$ cat src/rtl/ee_front_pkg.sv
package ee_front_pkg;

  typedef enum logic [2:0] {
    ST_IDLE,
    ST_DEV,
    ST_WHI,
    ST_WLO,
    ST_DONE,
    ST_SKIP
  } phase_t;

  typedef struct packed {
    logic clrBits;
    logic loadHi;
    logic loadLo;
    logic loadDir;
    logic dirRead;
  } ctl_t;

endpackage

$ cat src/rtl/ee_front_dp.sv
module ee_front_dp
  import ee_front_pkg::*;
#(
  parameter int SYNC_STAGES = 2,
  parameter int PTR_W       = 12
) (
  input  logic             clk,
  input  logic             rstN,
  input  logic             sclIn,
  input  logic             sdaIn,
  input  ctl_t             ctl,
  output logic             sclFall,
  output logic             startSeen,
  output logic             stopSeen,
  output logic             byteFull,
  output logic [7:0]       rxByte,
  output logic [PTR_W-1:0] wordAddr,
  output logic             rdNotWr
);
  localparam int BYTE_BITS = 8;
  localparam int CNT_W     = $clog2(BYTE_BITS + 1);
  localparam int HI_W      = PTR_W - BYTE_BITS;
  localparam logic [CNT_W-1:0] FULL = CNT_W'(BYTE_BITS);

  logic [SYNC_STAGES-1:0] sclPipe, sdaPipe;
  logic sclS, sdaS, sclPrev, sdaPrev, sclRise;
  logic [CNT_W-1:0] bitCnt;
  logic [HI_W-1:0] hiNib;

  // two-wire inputs cross into clk through a flop chain; idle bus level is 1
  always_ff @(posedge clk or negedge rstN) begin
    if (!rstN) begin
      sclPipe <= '1;
      sdaPipe <= '1;
      sclPrev <= 1'b1;
      sdaPrev <= 1'b1;
    end else begin
      sclPipe <= {sclPipe[SYNC_STAGES-2:0], sclIn};
      sdaPipe <= {sdaPipe[SYNC_STAGES-2:0], sdaIn};
      sclPrev <= sclS;
      sdaPrev <= sdaS;
    end
  end

  assign sclS      = sclPipe[SYNC_STAGES-1];
  assign sdaS      = sdaPipe[SYNC_STAGES-1];
  assign sclRise   = sclS & ~sclPrev;
  assign sclFall   = ~sclS & sclPrev;
  assign startSeen = sclS & sclPrev & sdaPrev & ~sdaS;
  assign stopSeen  = sclS & sclPrev & ~sdaPrev & sdaS;
  assign byteFull  = (bitCnt == FULL);

  // bit shifter, MSB first on rising clock
  always_ff @(posedge clk or negedge rstN) begin
    if (!rstN) begin
      bitCnt <= '0;
      rxByte <= '0;
    end else if (startSeen || ctl.clrBits) begin
      bitCnt <= '0;
    end else if (sclRise && !byteFull) begin
      rxByte <= {rxByte[6:0], sdaS};
      bitCnt <= bitCnt + 1'b1;
    end
  end

  // pointer and direction registers
  always_ff @(posedge clk or negedge rstN) begin
    if (!rstN) begin
      hiNib    <= '0;
      wordAddr <= '0;
      rdNotWr  <= 1'b0;
    end else begin
      if (ctl.loadHi)  hiNib    <= rxByte[HI_W-1:0];
      if (ctl.loadLo)  wordAddr <= {hiNib, rxByte};
      if (ctl.loadDir) rdNotWr  <= ctl.dirRead;
    end
  end
endmodule

$ cat src/rtl/ee_front_ctl.sv
module ee_front_ctl
  import ee_front_pkg::*;
#(
  parameter int                  STRAP_W   = 3,
  parameter logic [6-STRAP_W:0]  TYPE_CODE = 'hA
) (
  input  logic               clk,
  input  logic               rstN,
  input  logic               sclFall,
  input  logic               startSeen,
  input  logic               stopSeen,
  input  logic               byteFull,
  input  logic [7:0]         rxByte,
  input  logic [STRAP_W-1:0] strap,
  output ctl_t               ctl,
  output logic               sdaDriveLow,
  output logic               addrValid,
  output logic               curRead
);
  phase_t state, afterAck, nxt;
  logic inAck, ackNow, devMatch, addrPhase, evalNow, endAck;

  assign devMatch  = (rxByte[7:STRAP_W+1] == TYPE_CODE) && (rxByte[STRAP_W:1] == strap);
  assign addrPhase = (state == ST_DEV) || (state == ST_WHI) || (state == ST_WLO);
  assign evalNow   = sclFall & ~inAck & byteFull & addrPhase & ~startSeen & ~stopSeen;
  assign endAck    = sclFall & inAck & ~startSeen & ~stopSeen;

  always_comb begin
    ackNow = 1'b0;
    nxt    = ST_SKIP;
    case (state)
      ST_DEV: if (devMatch) begin
        ackNow = 1'b1;
        nxt    = rxByte[0] ? ST_DONE : ST_WHI;
      end
      ST_WHI: begin ackNow = 1'b1; nxt = ST_WLO;  end
      ST_WLO: begin ackNow = 1'b1; nxt = ST_DONE; end
      default: ;
    endcase
  end

  always_comb begin
    ctl.clrBits = endAck;
    ctl.loadDir = evalNow & (state == ST_DEV) & devMatch;
    ctl.dirRead = rxByte[0];
    ctl.loadHi  = evalNow & (state == ST_WHI);
    ctl.loadLo  = evalNow & (state == ST_WLO);
  end

  always_ff @(posedge clk or negedge rstN) begin
    if (!rstN) begin
      state       <= ST_IDLE;
      afterAck    <= ST_IDLE;
      inAck       <= 1'b0;
      sdaDriveLow <= 1'b0;
      addrValid   <= 1'b0;
      curRead     <= 1'b0;
    end else begin
      addrValid <= ctl.loadLo;
      curRead   <= ctl.loadDir & rxByte[0];
      if (startSeen) begin
        state       <= ST_DEV;
        inAck       <= 1'b0;
        sdaDriveLow <= 1'b0;
      end else if (stopSeen) begin
        state       <= ST_IDLE;
        inAck       <= 1'b0;
        sdaDriveLow <= 1'b0;
      end else if (evalNow) begin
        inAck       <= 1'b1;
        sdaDriveLow <= ackNow;
        afterAck    <= nxt;
      end else if (endAck) begin
        inAck       <= 1'b0;
        sdaDriveLow <= 1'b0;
        state       <= afterAck;
      end
    end
  end
endmodule

$ cat src/rtl/ee_addr_front.sv
module ee_addr_front
  import ee_front_pkg::*;
#(
  parameter int SYNC_STAGES = 2,
  parameter int PTR_W       = 12
) (
  input  logic             clk,
  input  logic             rstN,
  input  logic             sclIn,
  input  logic             sdaIn,
  input  logic [2:0]       strap,
  output logic             sdaDriveLow,
  output logic             rdNotWr,
  output logic [PTR_W-1:0] wordAddr,
  output logic             addrValid,
  output logic             curRead
);
  ctl_t ctl;
  logic sclFall, startSeen, stopSeen, byteFull;
  logic [7:0] rxByte;

  ee_front_dp #(.SYNC_STAGES(SYNC_STAGES), .PTR_W(PTR_W)) u_dp (
    .clk(clk), .rstN(rstN), .sclIn(sclIn), .sdaIn(sdaIn), .ctl(ctl),
    .sclFall(sclFall), .startSeen(startSeen), .stopSeen(stopSeen),
    .byteFull(byteFull), .rxByte(rxByte), .wordAddr(wordAddr), .rdNotWr(rdNotWr)
  );

  ee_front_ctl #(.STRAP_W(3), .TYPE_CODE(4'hA)) u_ctl (
    .clk(clk), .rstN(rstN), .sclFall(sclFall), .startSeen(startSeen),
    .stopSeen(stopSeen), .byteFull(byteFull), .rxByte(rxByte), .strap(strap),
    .ctl(ctl), .sdaDriveLow(sdaDriveLow), .addrValid(addrValid), .curRead(curRead)
  );
endmodule

$ cat config.mk
export PLATFORM = sky130hd
export DESIGN_NAME = ee_addr_front
export DESIGN_NICKNAME = d
export VERILOG_FILES = /design/src/rtl/ee_front_pkg.sv /design/src/rtl/ee_front_dp.sv /design/src/rtl/ee_front_ctl.sv /design/src/rtl/ee_addr_front.sv
export SDC_FILE = /design/constraint.sdc
export NUM_CORES = 1
export LEC_CHECK = 0
export BUFFER_PORTS_ARGS = -buffer_cell sky130_fd_sc_hd__buf_4
export CORE_MARGIN = 2
export CORE_UTILIZATION = 25
export CTS_BUF_LIST = sky130_fd_sc_hd__clkbuf_4 sky130_fd_sc_hd__clkbuf_8 sky130_fd_sc_hd__clkbuf_16
export DETAILED_ROUTE_END_ITERATION = 12
export MAX_ROUTING_LAYER = met4
export PLACE_DENSITY = 0.49
export SLEW_MARGIN = 10
export SYNTH_ARGS = -nofsm -noshare
export SYNTH_HDL_FRONTEND = slang
export SYNTH_SLANG_ARGS = --single-unit
$ cat constraint.sdc
create_clock -name clk -period 2 [get_ports clk]
set_input_delay 0.1 -clock clk [delete_from_list [all_inputs] [get_ports clk]]
set_output_delay 0.1 -clock clk [all_outputs]
set_load 0.02 [all_outputs]
# == Yosys cells after proc, flatten, opt, wreduce, memory -nomap -nowiden ==
# Index checks and enable logic that the tools add are counted.
# totals
out_inout_bits,16
reg_bits,45
in_bits,7
word_cells,82
# op_classes
n_eq_ne,7
reduce_logical,13
muxes,18
add_sub_neg,1
bitwise_logic,28
# ops
cell,n
AND 1 bit,20
2-to-1 mux 3 bit,6
one-hot mux 3 bit (3 select lines),1
"== test 4 bit, second input constant",2
2-to-1 mux 1 bit,8
2-to-1 mux 4 bit,2
NOT 1 bit,8
"== test 3 x 2 -> 1 bit, second input constant",2
"adder 4 x 1 -> 4 bit, second input constant",1
AND reduction 2 bit,2
nonzero test 4 bit,1
"== test 3 x 1 -> 1 bit, second input constant",1
== test 3 bit,1
logical OR 1 bit,3
"!= test 3 x 1 -> 1 bit, second input constant",1
AND reduction 3 bit,1
nonzero test 3 bit,1
logical AND 1 bit,2
one-hot mux 1 bit (2 select lines),1
nonzero test 2 bit,1
OR reduction 2 bit,1
zero test 1 bit,1

# == Logic depth before layout (Yosys ltp) ==
# Gate-level depths: netlist of run 1.
# logic_depth
word_depth,10
mapped_depth,8
depth_no_buf,6

# == Cells and area by module ==
# From an unflattened synthesis of run 1, not the netlist that was laid out.
# hier_totals
hier_cells,143
hier_area_um2,1949.4
# modules_own_cells
mod,seq_area_each_um2,instances,cells_per_inst,area_each_um2
ee_front_dp,883.3,1,91,1398.8
ee_front_ctl,250.2,1,52,550.5

# == Worst setup path after synthesis of run 1 ==
# No wires, ideal clock.
# synth_timing
kind,register -> register
startpoint,register u_dp.bitCnt[0]
endpoint,register u_dp.wordAddr[0]
stages_incl_launch_ff,9
slack_ns,0.027
period_less_slack_ns,1.973
arrival_time_ns,1.849
n_path_buf,2
required_ns,1.875
setup_ns,0.125
cell_sequence,dfrtp_1 -> inv_1 -> ha_1 -> nand3b_4 -> nor4_2 -> and3_1 -> buf_4 -> buf_6 -> mux2_2
# synth_rtl
item,line,rtl
start: declaration,ee_front_dp.sv:27,logic [CNT_W-1:0] bitCnt;
start signal: assignment,ee_front_dp.sv:62,bitCnt <= bitCnt + 1'b1;
end signal: assignment,ee_front_dp.sv:74,"if (ctl.loadLo) wordAddr <= {hiNib, rxByte};"
end: declaration,ee_front_dp.sv:17,"output logic [PTR_W-1:0] wordAddr,"

# == Final worst setup path of run 1 ==
# layout_timing
startpoint,register u_dp.bitCnt[1]
endpoint,register u_dp.rdNotWr
# layout_between
elab_chain_len,7
# layout_rtl
item,line,rtl
== test 4 bit,ee_front_dp.sv:51,assign byteFull = (bitCnt == FULL);
AND 1 bit (4 in series),ee_front_ctl.sv:25,assign evalNow = sclFall & ~inAck & byteFull & addrPhase & ~startSeen & ~stopSeen;
AND 1 bit (2 in series),ee_front_ctl.sv:44,ctl.loadDir = evalNow & (state == ST_DEV) & devMatch;
end signal: assignment,ee_front_dp.sv:75,if (ctl.loadDir) rdNotWr <= ctl.dirRead;
end: declaration,ee_front_dp.sv:18,output logic rdNotWr
# Every way passes these cells.
# A chain may end at the register's enable or synchronous reset.

==> metrics, run 1 <==
outcome=finished, final reports clean; normalized max-slew margin=0.620; Hold Vio Cnt, Final=0; Placed Area=between 2000 and 2500 sq um; crit share post-route=0.951; RSZ-0062 raised after global routing=yes; VDD IR-drop max=about 0.26 mV; Worst Skew=0.0102 ns; reg2reg path depth=6; Final min period=1.90 ns; CP max FO=5; die area=8210 sq um; Die Y=90.6 um; CTS Root Cell=clkbuf_8; Routed WL=3350 um; Post-synth EDFFs=0; synth unique cells=39; Vias=1133; Critical Path RT=2.19 ns; Initial Util=0.259; Setup crit end kind=flip-flop; Startpoint Class=flip-flop; Worst Hold Class=in -> async; Top delay family on crit path=simple AND/OR/NAND/NOR gates; Setup WS post-layout=0.0983 ns; critical path's largest stage delay=approximately 0.50 ns; crit path from=u_dp.bitCnt[1]$_DFFE_PN0P_; port bufs=22; flops & latches, synth=45; Buf/Inv on CP=1; Nets=179; max_cap viols=0; Worst-path clk slew=0.08 ns; clk sink count=between 40 and 50; layout cell share with drive strength beyond 1=0.409; CTS buffer count=5; number of remaining DRC errors=0; GPL Wtd Cong=about 0.7; leakage=1.13 nW; Mean Syn Cell Area=around 14 sq um; Detailed Place HPWL=2300 um; final hold slack=0.337 ns; syn nets=145; Core Area=7250 sq um; DR pass1 iterations=4; warnings from Yosys=0; DR WL/cell=12.4 um; crit-path cells=inv_1, ha_2, nand3b_4, or4b_4, or3b_1, a21o_1; initial antenna violation count=0; Diodes inserted=0; filler cell count=743; Clock Tree Buf Depth=2; drt first-iter violations=44; footprint of the multi-input gates=697 sq um; GRT Total Usage=0.0949; total global routing overflow=0; Mapped Cells=between 100 and 150; asr flop ratio synth=1.00; most frequent cells in the layout=dfrtp_1 (39), buf_4 (28), mux2_2 (20); WP depth=6; Slew @ Worst Pin=0.569 ns; Setup Viol. Count Final=0; Area Growth Syn to Fin=24.4%; H-tree Lvls=2; critical setup path kind=reg -> reg; largest net degree at the start of global routing=46; synthesized area=1880 sq um; Vias/cell=4.20; pre-CTS setup slack=~0.028 ns; fin area=around 2300 sq um; num ports=23; global-route wire length before repair=5970 um; sequential area share after synthesis=0.604; ANT nets after route=0; pwr dens=974 nW/um^2; r2r startpoint=u_dp.bitCnt[1]$_DFFE_PN0P_; Main synth FF type=dfrtp_1; crit path DAT=2.10 ns; Slew Limit Fails=0; sequential cell area=between 1000 and 1500 sq um; die width=90.6 um; most common cell after layout, fill and taps aside=dfrtp_1; CTS tree=built; vias in the first global route=1227; FMAX=0.526 GHz; CP max-delay cell=or4b_4; Skew-Pair Late Insertion Delay=0.30 ns; Rows=31
==> final timing paths <==
check	to	slack [ns]
min in group clk	u_dp.sclPipe[1]$_DFF_PN1_	0.36
max in group asynchronous	u_ctl.afterAck[2]$_DFFE_PN0P_	1.26
min	u_dp.bitCnt[2]$_DFFE_PN0P_	0.34
max	u_dp.rdNotWr$_DFFE_PN0P_	0.1
max reg2reg	u_dp.rdNotWr$_DFFE_PN0P_	0.1
min reg2reg	u_dp.sclPipe[1]$_DFF_PN1_	0.36
==> synth_stat cells (2+ instances only) <==
cell / number / area share
dfrtp_1: 39 / 0.52
mux2_2: 20 / 0.12
nor2_1: 7 / 0.014
dfstp_2: 6 / 0.084
nand2_1: 6 / 0.012
inv_1: 5 / 0.010
xor2_1: 5 / 0.023
a21o_1: 4 / 0.016
mux2_1: 4 / 0.024
o21ai_0: 4 / 0.011
nand3_1: 3 / 0.0080
a21oi_1: 2 / 0.0053
a22o_1: 2 / 0.0093
buf_6: 2 / 0.012
ha_1: 2 / 0.013
nand3b_1: 2 / 0.0080
==> worst register-to-register path, delay by kind of cell (launching register included) <==
family / cells / cell delay (ns)
adder cells (fa/ha/maj): 1 / 0.19
buffers and inverters: 1 / 0.07
flip-flops: 1 / 0.39
AO/OA/AOI/OAI: 1 / 0.18
AND/OR/NAND/NOR: 3 / 0.97
==> sequential cells by signal (all words and copies together), names as in the netlist, 2 cells and up <==
| signal | cells |
|---|---|
| u_ctl.state | 3 |
| u_dp.bitCnt | 4 |
| u_dp.sclPipe | 2 |
| u_dp.rxByte | 8 |
| u_dp.hiNib | 4 |
| u_dp.sdaPipe | 2 |
| u_dp.wordAddr | 12 |
| u_ctl.afterAck | 3 |
==> logic make-up after synthesis <==
group | synth area share
AO/OA/AOI/OAI | 0.0574
XOR/XNOR | 0.0280
adder cells (fa/ha/maj) | 0.0133
buffers and inverters | 0.0280
flip-flops | 0.604
multiplexers | 0.149
AND/OR/NAND/NOR | 0.119
==> where the power goes <==
part	switching, mW	internal, mW
Clock	0.301	0.421
Combinational	0.152	0.205
Sequential	0.140	1.05
==> routing by layer <==
layer,track usage,vias up,routed length (um)
met1,0.115,562,1570
li1,-,543,-
met3,0.0267,6,115
met4,0.0436,0,55
met5,-,-,0
met2,0.147,22,1610
==> metrics by stage <==
stage / std cells / setup TNS (ns) / utilization / power [mW]
3_5_place_dp: 258 / 0 / 0.299 / 1.55
5_1_grt: 270 / -0.000335 / 0.322 / 2.41
2_1_floorplan: 136 / 0 / - / 1.42
4_1_cts: 270 / 0 / 0.321 / 2.31
6_report: 270 / 0 / 0.322 / 2.27
3_3_place_gp: 258 / 0 / 0.299 / 1.55
==> final cells by class <==
class / instances / area share
clock buffer: 7 / 0.0386
clock inverter: 1 / 0.0129
inverter: 5 / 0.00804
multi-input combinational: 82 / 0.299
sequential: 45 / 0.486
tap: 99 / 0.0531
timing repair buffer: 31 / 0.103
==> timing repair <==
item                       CTS  global route
gates cloned                 0             0
hold buffers                 3             0
hold endpoints to repair    41             0
pin swaps                    0             3
resized for setup            0             2
buffers inserted             1             0
setup endpoints to repair    1             4
(Power assumes the default switching activity.)
==> run 2: changes to the inputs <==
--- a/config.mk
+++ b/config.mk
@@ -10,8 +10,8 @@
 export CORE_UTILIZATION = 25
 export CTS_BUF_LIST = sky130_fd_sc_hd__clkbuf_4 sky130_fd_sc_hd__clkbuf_8 sky130_fd_sc_hd__clkbuf_16
 export DETAILED_ROUTE_END_ITERATION = 12
-export MAX_ROUTING_LAYER = met4
 export PLACE_DENSITY = 0.49
+export REMOVE_ABC_BUFFERS = 1
 export SLEW_MARGIN = 10
 export SYNTH_ARGS = -nofsm -noshare
 export SYNTH_HDL_FRONTEND = slang
==> metrics, run 2 (same netlist as run 1, synthesis figures left out) <==
outcome=finished, final reports clean; Setup crit end kind=flip-flop; r2r startpoint=u_dp.bitCnt[0]$_DFFE_PN0P_; internal cell power=1.53 mW; clk sink count=45; critical setup path kind=reg -> reg; DR WL/cell=12.5 um; GR peak layer=met2; filler cell count=758; Startpoint Class=flip-flop; Clock Tree Buf Depth=2; most common cell after layout, fill and taps aside=dfrtp_1; largest net degree at the start of global routing=46; Vias=around 1100; Diodes inserted=0; crit path DAT=2.10 ns; Tot Pwr=2.15 mW; Critical Path RT=around 2.2 ns; Worst Hold Class=in -> async; num ports=23; Rows=31; port bufs=22; die area=8210 sq um; sequential share of power=0.556; Switch Pwr=0.619 mW; Worst-path clk slew=0.09 ns; Vias/cell=~4.2; global-route wire length before repair=around 6000 um; pre-CTS setup slack=about 0.062 ns; largest registers=u_dp.wordAddr: 12 flops, u_dp.rxByte: 8 flops; Setup WS post-layout=0.0971 ns; drt first-iter violations=41; most frequent cells in the layout=dfrtp_1 (39), buf_4 (29), mux2_2 (20); Slew Limit Fails=0; CTS tree=built; Largest Register=u_dp.wordAddr; initial antenna violation count=0; Setup Viol. Count Final=0; Slew @ Worst Pin=0.575 ns; met1 Usage GRT=0.125; H-tree Lvls=2; crit path from=u_dp.bitCnt[0]$_DFFE_PN0P_; sw frac=0.288; Core Area=7250 sq um; Final min period=approximately 1.9 ns; setup TNS=0 ns; CP max FO=5; CTS Root Cell=clkbuf_8; max_cap viols=0; die width=90.6 um; normalized max-slew margin=0.616; Detailed Place HPWL=2340 um; GPL Wtd Cong=0.725; Nets=180; CTS buffer count=5; number of remaining DRC errors=0; ANT nets after route=0; Routed WL=3380 um; met3 usage=0.0376; DR pass1 iterations=4; GRT Total Usage=0.0916; footprint of the multi-input gates=692 sq um; layout cell share with drive strength beyond 1=0.407; GRT met2 Usage=0.131; Worst Skew=0.0102 ns; Skew-Pair Late Insertion Delay=0.31 ns; pwr dens=931 nW/um^2; RSZ-0062 raised after global routing=no; max reg flops=12; FMAX=0.526 GHz; sequential cell area=1130 sq um; Clk pwr share=0.273; Area Growth Syn to Fin=23.1%; Logic pwr share=0.171; crit share post-route=0.951; Die Y=90.6 um; vias in the first global route=about 1200; Initial Util=0.259; Hold Vio Cnt, Final=0; total global routing overflow=0; leakage=1.12 nW; VDD IR-drop max=0.290 mV
-- run 2: cell count changes in the layout (fill, tap and decap cells not counted), sizes merged --
cell,delta
bufinv,-1
clkinv,+1
clkbuf,-1
clkinvlp,+1
buf,+1
-- run 2: final timing paths --
check                      cells past startpoint                            end  slack (ns)
min                                            2  u_dp.wordAddr[10]$_DFFE_PN0P_        0.34
min reg2reg                                    0      u_dp.sdaPipe[1]$_DFF_PN1_        0.36
max in group asynchronous                      2         u_dp.sclPrev$_DFF_PN1_        1.27
max reg2reg                                    6       u_dp.rdNotWr$_DFFE_PN0P_         0.1
max                                            6       u_dp.rdNotWr$_DFFE_PN0P_         0.1
min in group clk                               0      u_dp.sdaPipe[1]$_DFF_PN1_        0.36
-- run 2: layer usage --
| metal | vias up | share of wire |
|---|---|---|
| met5 | - | 0 |
| met4 | 0 | 0.016 |
| met3 | 5 | 0.042 |
| met2 | 19 | 0.44 |
| met1 | 568 | 0.50 |
| li1 | 541 | - |
-- run 2: area by class of cell --
cell class	instances	share of cell area
flip-flops and latches	45	0.491
clock inverters	2	0.00705
inverters	5	0.00813
well taps	99	0.0537
multi-input cells	82	0.300
repair buffers	32	0.107
clock buffers	6	0.0331
-- run 2: repair_timing --
item / in CTS / in global routing
hold endpoints to repair: 41 / 0
gates resized for setup: 0 / 1
buffers inserted: 0 / 1
hold buffers: 3 / 0
setup endpoints to repair: 0 / 1
-- run 2: stage by stage --
stage               area, sq um  std cells  hold WS, ns   util
finish                     2310        271        0.340  0.318
global route               2310        271        0.364  0.318
CTS                        2300        270        0.356  0.317
detailed placement         2180        259        0.144  0.300
global placement           2180        259        0.147  0.300
floorplan                  1840        132       -0.196      -
-- run 2: power by group through the flow --
| stage | combinational (mW) | clock [mW] | sequential, mW |
|---|---|---|---|
| detailed placement | 0.354 | 0 | 1.21 |
| CTS | 0.361 | 0.611 | 1.20 |
| floorplan | 0.239 | 0 | 1.18 |
| global placement | 0.346 | 0 | 1.22 |
| global route | 0.415 | 0.653 | 1.22 |
| finish | 0.367 | 0.587 | 1.20 |
-- run 2: worst max-delay path, stage by stage, from the launching register on --
cell	delay (ns)
dfrtp_1	0.38
inv_1	0.06
ha_2	0.19
nand3b_4	0.10
or4b_4	0.54
or3b_1	0.36
a21o_1	0.18
